File: config.mk
export PLATFORM = sky130hd
export DESIGN_NAME = pflash_bus_if
export DESIGN_NICKNAME = d
export VERILOG_FILES = /design/src/rtl/pflash_pkg.sv /design/src/rtl/pflash_sync.sv /design/src/rtl/pflash_mode_dec.sv /design/src/rtl/pflash_wr_capture.sv /design/src/rtl/pflash_protect.sv /design/src/rtl/pflash_bus_if.sv
export SDC_FILE = /design/constraint.sdc
export NUM_CORES = 1
export LEC_CHECK = 0
export ABC_CLOCK_PERIOD_IN_PS = 2350
export BUFFER_PORTS_ARGS = -buffer_cell sky130_fd_sc_hd__buf_2
export CORE_MARGIN = 2
export CORE_UTILIZATION = 40
export CTS_CLUSTER_SIZE = 28
export DETAILED_ROUTE_END_ITERATION = 12
export HOLD_SLACK_MARGIN = 0.02
export PLACE_DENSITY = 0.77
export SLEW_MARGIN = 20
export SYNTH_ARGS = -nofsm -noshare
export SYNTH_HDL_FRONTEND = slang
export SYNTH_SLANG_ARGS = --single-unit
File: constraint.sdc
create_clock -name clk -period 2.35 [get_ports clk]
set_input_delay 0.1175 -clock clk [delete_from_list [all_inputs] [get_ports clk]]
set_output_delay 0.1175 -clock clk [all_outputs]
set_load 0.005 [all_outputs]
File: src/rtl/pflash_pkg.sv
package pflash_pkg;

   typedef enum logic [2:0] {
      BM_PDOWN,
      BM_STANDBY,
      BM_OUTDIS,
      BM_READ,
      BM_WRITE,
      BM_CLASH
   } bus_mode_e;

endpackage

File: src/rtl/pflash_sync.sv
module pflash_sync #(
   parameter int              WIDTH   = 5,
   parameter int              STAGES  = 2,
   parameter logic [WIDTH-1:0] RST_VAL = '1
) (
   input  logic             clk,
   input  logic             rst_n,
   input  logic [WIDTH-1:0] din,
   output logic [WIDTH-1:0] dout
);

   logic [STAGES-1:0][WIDTH-1:0] stage_q;

   generate
      for (genvar s = 0; s < STAGES; s++) begin : g_stage
         if (s == 0) begin : g_first
            always_ff @(posedge clk or negedge rst_n)
               if (!rst_n) stage_q[s] <= RST_VAL;
               else        stage_q[s] <= din;
         end else begin : g_next
            always_ff @(posedge clk or negedge rst_n)
               if (!rst_n) stage_q[s] <= RST_VAL;
               else        stage_q[s] <= stage_q[s-1];
         end
      end
   endgenerate

   assign dout = stage_q[STAGES-1];

endmodule

File: src/rtl/pflash_mode_dec.sv
module pflash_mode_dec
   import pflash_pkg::*;
(
   input  logic      pwr_s_n,
   input  logic      ce_a_s_n,
   input  logic      ce_b_s_n,
   input  logic      oe_s_n,
   input  logic      we_s_n,
   output bus_mode_e mode
);

   always_comb begin
      if (!pwr_s_n)                    mode = BM_PDOWN;
      else if (ce_a_s_n || ce_b_s_n)   mode = BM_STANDBY;
      else if (!oe_s_n && !we_s_n)     mode = BM_CLASH;
      else if (!oe_s_n)                mode = BM_READ;
      else if (!we_s_n)                mode = BM_WRITE;
      else                             mode = BM_OUTDIS;
   end

endmodule

File: src/rtl/pflash_wr_capture.sv
module pflash_wr_capture
   import pflash_pkg::*;
#(
   parameter int ADDR_W  = 21,
   parameter int DATA_W  = 16,
   parameter int BLK_LSB = 16,
   localparam int BLK_W  = ADDR_W - BLK_LSB,
   localparam int LANE_W = DATA_W / 2
) (
   input  logic              clk,
   input  logic              rst_n,
   input  logic              we_s_n,
   input  bus_mode_e         mode,
   input  logic              byte_n,
   input  logic [ADDR_W-1:0] addr,
   input  logic [DATA_W-1:0] dq_in,
   output logic              wr_valid,
   output logic [ADDR_W-1:0] wr_addr,
   output logic [DATA_W-1:0] wr_data,
   output logic [BLK_W-1:0]  wr_block
);

   logic we_d_n;
   logic strobe_rise;

   assign strobe_rise = we_s_n && !we_d_n && (mode == BM_OUTDIS);

   always_ff @(posedge clk or negedge rst_n) begin
      if (!rst_n) begin
         we_d_n   <= 1'b1;
         wr_valid <= 1'b0;
         wr_addr  <= '0;
         wr_data  <= '0;
         wr_block <= '0;
      end else begin
         we_d_n   <= we_s_n;
         wr_valid <= strobe_rise;
         if (strobe_rise) begin
            wr_block <= addr[ADDR_W-1:BLK_LSB];
            if (byte_n) begin
               wr_addr <= {addr[ADDR_W-1:1], 1'b0};
               wr_data <= dq_in;
            end else begin
               wr_addr <= addr;
               wr_data <= {{(DATA_W-LANE_W){1'b0}}, dq_in[LANE_W-1:0]};
            end
         end
      end
   end

endmodule

File: src/rtl/pflash_protect.sv
module pflash_protect #(
   parameter int  BLK_W   = 5,
   localparam int NUM_BLK = 1 << BLK_W
) (
   input  logic               pdown,
   input  logic               wp_n,
   input  logic               vpp_lock,
   input  logic               alter_req,
   input  logic               alter_lockcfg,
   input  logic [BLK_W-1:0]   alter_block,
   input  logic [NUM_BLK-1:0] lock_bits,
   output logic               alter_grant
);

   logic blk_locked;
   logic wp_refuse;

   always_comb begin
      blk_locked  = lock_bits[alter_block];
      wp_refuse   = !wp_n && (alter_lockcfg || blk_locked);
      alter_grant = alter_req && !pdown && !vpp_lock && !wp_refuse;
   end

endmodule

File: src/rtl/pflash_bus_if.sv
module pflash_bus_if
   import pflash_pkg::*;
#(
   parameter int  ADDR_W      = 21,
   parameter int  DATA_W      = 16,
   parameter int  BLK_LSB     = 16,
   parameter int  SYNC_STAGES = 2,
   localparam int BLK_W       = ADDR_W - BLK_LSB,
   localparam int NUM_BLK     = 1 << BLK_W,
   localparam int LANE_W      = DATA_W / 2
) (
   input  logic               clk,
   input  logic               rst_n,
   input  logic               ce_a_n,
   input  logic               ce_b_n,
   input  logic               oe_n,
   input  logic               we_n,
   input  logic               pwr_rst_n,
   input  logic               byte_n,
   input  logic               wp_n,
   input  logic               vpp_lock,
   input  logic [ADDR_W-1:0]  addr,
   input  logic [DATA_W-1:0]  dq_in,
   output logic [DATA_W-1:0]  dq_out,
   output logic               dq_oe_lo,
   output logic               dq_oe_hi,
   output logic [ADDR_W-2:0]  core_addr,
   input  logic [DATA_W-1:0]  core_rdata,
   output logic               core_reset,
   output logic               wr_valid,
   output logic [ADDR_W-1:0]  wr_addr,
   output logic [DATA_W-1:0]  wr_data,
   output logic [BLK_W-1:0]   wr_block,
   input  logic               busy,
   output logic               sts_low,
   input  logic               alter_req,
   input  logic               alter_lockcfg,
   input  logic [BLK_W-1:0]   alter_block,
   input  logic [NUM_BLK-1:0] lock_bits,
   output logic               alter_grant,
   output logic               dbg_clash
);

   generate
      if (DATA_W % 2 != 0) begin : g_bad_data_w
         $error("DATA_W must be even");
      end
      if (BLK_LSB < 1 || BLK_LSB >= ADDR_W) begin : g_bad_blk_lsb
         $error("BLK_LSB must fall inside the address");
      end
      if (SYNC_STAGES < 2) begin : g_bad_sync
         $error("SYNC_STAGES must be at least 2");
      end
   endgenerate

   localparam int NPIN = 5;
   localparam logic [NPIN-1:0] PIN_RST = 5'b01111;

   logic [NPIN-1:0] pin_raw;
   logic [NPIN-1:0] pin_s;
   bus_mode_e       mode;
   logic [DATA_W-1:0] lane_word;

   assign pin_raw = {pwr_rst_n, ce_a_n, ce_b_n, oe_n, we_n};

   pflash_sync #(
      .WIDTH  (NPIN),
      .STAGES (SYNC_STAGES),
      .RST_VAL(PIN_RST)
   ) u_sync (
      .clk  (clk),
      .rst_n(rst_n),
      .din  (pin_raw),
      .dout (pin_s)
   );

   pflash_mode_dec u_mode (
      .pwr_s_n (pin_s[4]),
      .ce_a_s_n(pin_s[3]),
      .ce_b_s_n(pin_s[2]),
      .oe_s_n  (pin_s[1]),
      .we_s_n  (pin_s[0]),
      .mode    (mode)
   );

   pflash_wr_capture #(
      .ADDR_W (ADDR_W),
      .DATA_W (DATA_W),
      .BLK_LSB(BLK_LSB)
   ) u_wr (
      .clk     (clk),
      .rst_n   (rst_n),
      .we_s_n  (pin_s[0]),
      .mode    (mode),
      .byte_n  (byte_n),
      .addr    (addr),
      .dq_in   (dq_in),
      .wr_valid(wr_valid),
      .wr_addr (wr_addr),
      .wr_data (wr_data),
      .wr_block(wr_block)
   );

   pflash_protect #(
      .BLK_W(BLK_W)
   ) u_prot (
      .pdown        (mode == BM_PDOWN),
      .wp_n         (wp_n),
      .vpp_lock     (vpp_lock),
      .alter_req    (alter_req),
      .alter_lockcfg(alter_lockcfg),
      .alter_block  (alter_block),
      .lock_bits    (lock_bits),
      .alter_grant  (alter_grant)
   );

   assign core_addr  = addr[ADDR_W-1:1];
   assign core_reset = (mode == BM_PDOWN);
   assign sts_low    = busy && (mode != BM_PDOWN);
   assign dbg_clash  = (mode == BM_CLASH);

   // byte width picks one half of the core word onto the low lanes
   always_comb begin
      if (byte_n) lane_word = core_rdata;
      else if (addr[0])
         lane_word = {{(DATA_W-LANE_W){1'b0}}, core_rdata[DATA_W-1:LANE_W]};
      else
         lane_word = {{(DATA_W-LANE_W){1'b0}}, core_rdata[LANE_W-1:0]};
   end

   assign dq_out   = lane_word;
   assign dq_oe_lo = (mode == BM_READ);
   assign dq_oe_hi = (mode == BM_READ) && byte_n;

endmodule

==> results.json <==
{
  "status": "complete, no violations",
  "drv_slew": 0,
  "dp_slack_ns": 0.5451,
  "fp.dieH_microns": 83.10,
  "start_kind": "flip-flop",
  "vdd_drop_max_uv": 439.8,
  "cts_buffer_depth": 2,
  "switching_share": 0.2638,
  "coreArea_sq_um": 5991,
  "slowest_delay_ns": 0.39,
  "wl_met2_microns": 3139,
  "cp-end-kind": "flip-flop",
  "r2r_cells": 5,
  "cts.clk_slew.worst_paths_ns": 0.08,
  "diodes": 0,
  "setup_viol": 0,
  "synthDistinctLibCells": 29,
  "crit_path_top_delay_cell": "dfrtp_1",
  "ys_warn_count": 0,
  "die-area_sq_um": 6905,
  "nNetsFinal": 465,
  "p_leak_nw": 1.873,
  "reg2reg_slack_ns": 0.56,
  "period_needed_ns": 1.794,
  "grt_antenna_before_repair": 0,
  "p_per_area_nw_per_um2": 595.6,
  "final_common_cell": "buf_2",
  "wl_per_cell_microns": 13.64,
  "synth_seq_cells": 49,
  "wl_met3_microns": 519,
  "fillerInstances": 525,
  "globalRouteOverflowTotal": 0,
  "crit_fanout": 20,
  "tritoncts": "done",
  "clk_latency_ns": 0.29,
  "p_int_mw": 1.508,
  "h-tree-depth": 2,
  "fmax_ghz": 0.5573,
  "drive_above_1_share": 0.6887,
  "synth_cells": 194,
  "hold_class": "in -> reg",
  "cts_hold_buf": 6,
  "grt_first_pass_wirelength_microns": 10050,
  "hold_viol_final": 0,
  "crit-reg2reg-launch": "u_sync.dout[4]$_DFF_PN0_",
  "ant_nets": 0,
  "fin_ws_ns": 0.5556,
  "netlist_area_sq_um": 2502,
  "wl_met1_microns": 2183,
  "critical_path_arrival_ns": 1.97,
  "cts-resized-gates": 0,
  "relSlewSlack": 0.7221,
  "synth.avg_cell_area_sq_um": 12.90,
  "row_count": 28,
  "switchingPower_uw": 540.4,
  "crit_start": "u_sync.dout[4]$_DFF_PN0_",
  "synth_edf_count": 0,
  "pwr-share-clk": 0.224,
  "cts_buffers": 5,
  "tightest_slew_ns": 0.4168,
  "skew_ns": 0.005281,
  "cts-root-buf": "clkbuf_8",
  "pin_count": 188,
  "holdWs_ns": 0.05731,
  "finalCritPeriodShare": 0.7636,
  "worstHoldStart": "dq_in[7]",
  "ys_seq_area_frac": 0.4945,
  "place.gp.congestion": 0.8506,
  "r2r-end": "u_wr.wr_block[1]$_DFFE_PN0P_",
  "highest_layer": "met4",
  "crit_type": "reg -> reg",
  "start_util": 0.4177,
  "via_count": 2102,
  "path_cells": "inv_1 > or3_4 > nor3_4 > buf_4 > mux2_2",
  "drc": 0,
  "path_buf_inv": 2,
  "post_cts_buffers": 0,
  "crit_family": "simple AND/OR/NAND/NOR gates",
  "syn_to_final_growth_pct": 37.45,
  "synth_flop_cell": "dfrtp_1",
  "drt-total-wl_microns": 5976,
  "firstDrtPassIters": 4,
  "grt_max_degree": 32,
  "place.detailed.hpwl_microns": 4913,
  "synthArstFlopShare": 1.000,
  "tns_ns": 0,
  "syn_nets": 297,
  "path_depth": 5,
  "maxCapViolCount": 0,
  "port_buffers": 187,
  "comb_power_share": 0.258,
  "grt_pass1_vias": 2268,
  "final_cell_mix": "buf_2, dfrtp_1, mux2_2",
  "drtIter0Drc": 66,
  "die_w_microns": 83.10,
  "crit_required_ns": 2.53,
  "clock_sinks": 49,
  "rsz0062_at_grt": "no",
  "critPathCapture": "u_wr.wr_block[1]$_DFFE_PN0P_",
  "grt_usage": 0.1760,
  "pwr-share-seq": 0.517,
  "avgViaCountPerCell": 4.799
}
power by group through the flow:
stage               logic, mW  clock network, mW  registers [mW]
floorplan               0.246                  0            1.08
global placement        0.511                  0            1.07
detailed placement      0.532                  0            1.07
CTS                     0.540              0.487            1.06
global route            0.585              0.523            1.08
finish                  0.529              0.460            1.06
final cells by class:
cell class / count / area, sq um / area share
clock buffers: 6 / 72.57 / 0.02110
clock inverters: 2 / 10.01 / 0.002910
inverters: 11 / 41.29 / 0.01200
multi-input cells: 99 / 965.9 / 0.2808
flip-flops and latches: 49 / 1237 / 0.3598
well taps: 75 / 93.84 / 0.02728
repair buffers: 196 / 1018 / 0.2961
worst register-to-register path, stage by stage (launching register included):
cell and delay [ns]:
dfrtp_1 0.39, inv_1 0.07, or3_4 0.36, nor3_4 0.18
buf_4 0.31, mux2_2 0.38
layer usage:
| layer | vias up | GRT usage |
|---|---|---|
| met5 | - | 0 |
| met4 | 0 | 0.05961 |
| met3 | 11 | 0.04573 |
| met2 | 121 | 0.3255 |
| met1 | 999 | 0.1942 |
| li1 | 971 | - |
registers in the layout (all words and copies together) (netlist names):
register / cells
u_wr.wr_addr: 16
u_wr.wr_data: 16
u_sync.dout: 5
u_sync.stage_q: 5
u_wr.wr_block: 5
u_wr.we_d_n: 1
u_wr.wr_valid: 1
cells in the mapped netlist, types with 3 or more instances:
cell | number | area [sq um]
dfrtp_1 | 40 | 1001
mux4_1 | 4 | 105.1
nand2_1 | 12 | 45.04
buf_6 | 3 | 33.78
mux2i_1 | 12 | 120.1
inv_1 | 11 | 41.29
clkbuf_1 | 4 | 15.01
dfstp_2 | 9 | 236.5
nor2_1 | 3 | 11.26
mux2_2 | 39 | 439.2
buf_4 | 26 | 195.2
and2_1 | 10 | 62.56
stage by stage:
step / cells / total power, mW / area, sq um / utilization
floorplan: 194 / 1.329 / 2502 / -
global placement: 424 / 1.584 / 3297 / 0.5503
detailed placement: 424 / 1.607 / 3297 / 0.5503
CTS: 438 / 2.088 / 3440 / 0.5741
global route: 438 / 2.187 / 3440 / 0.5741
finish: 438 / 2.049 / 3440 / 0.5741
worst min-delay path by stage:
stage	cells after the start	slack [ns]	end
floorplan	0	-0.18	u_sync.dout[4]$_DFF_PN0_
global placement	1	0.07	u_wr.wr_addr[15]$_DFFE_PN0P_
detailed placement	1	0.07	u_wr.wr_addr[14]$_DFFE_PN0P_
CTS	2	0.04	u_wr.wr_data[3]$_DFFE_PN0P_
global route	2	0.05	u_wr.wr_data[3]$_DFFE_PN0P_
finish	2	0.06	u_wr.wr_data[7]$_DFFE_PN0P_
kinds of logic after synthesis:
logic type             synth area share
muxes                            0.2835
AOI/OAI and AO/OA               0.01900
DFF                              0.4945
and+or+nand+nor                 0.08101
buffers and inverters            0.1220
(Power assumes the default switching activity.)
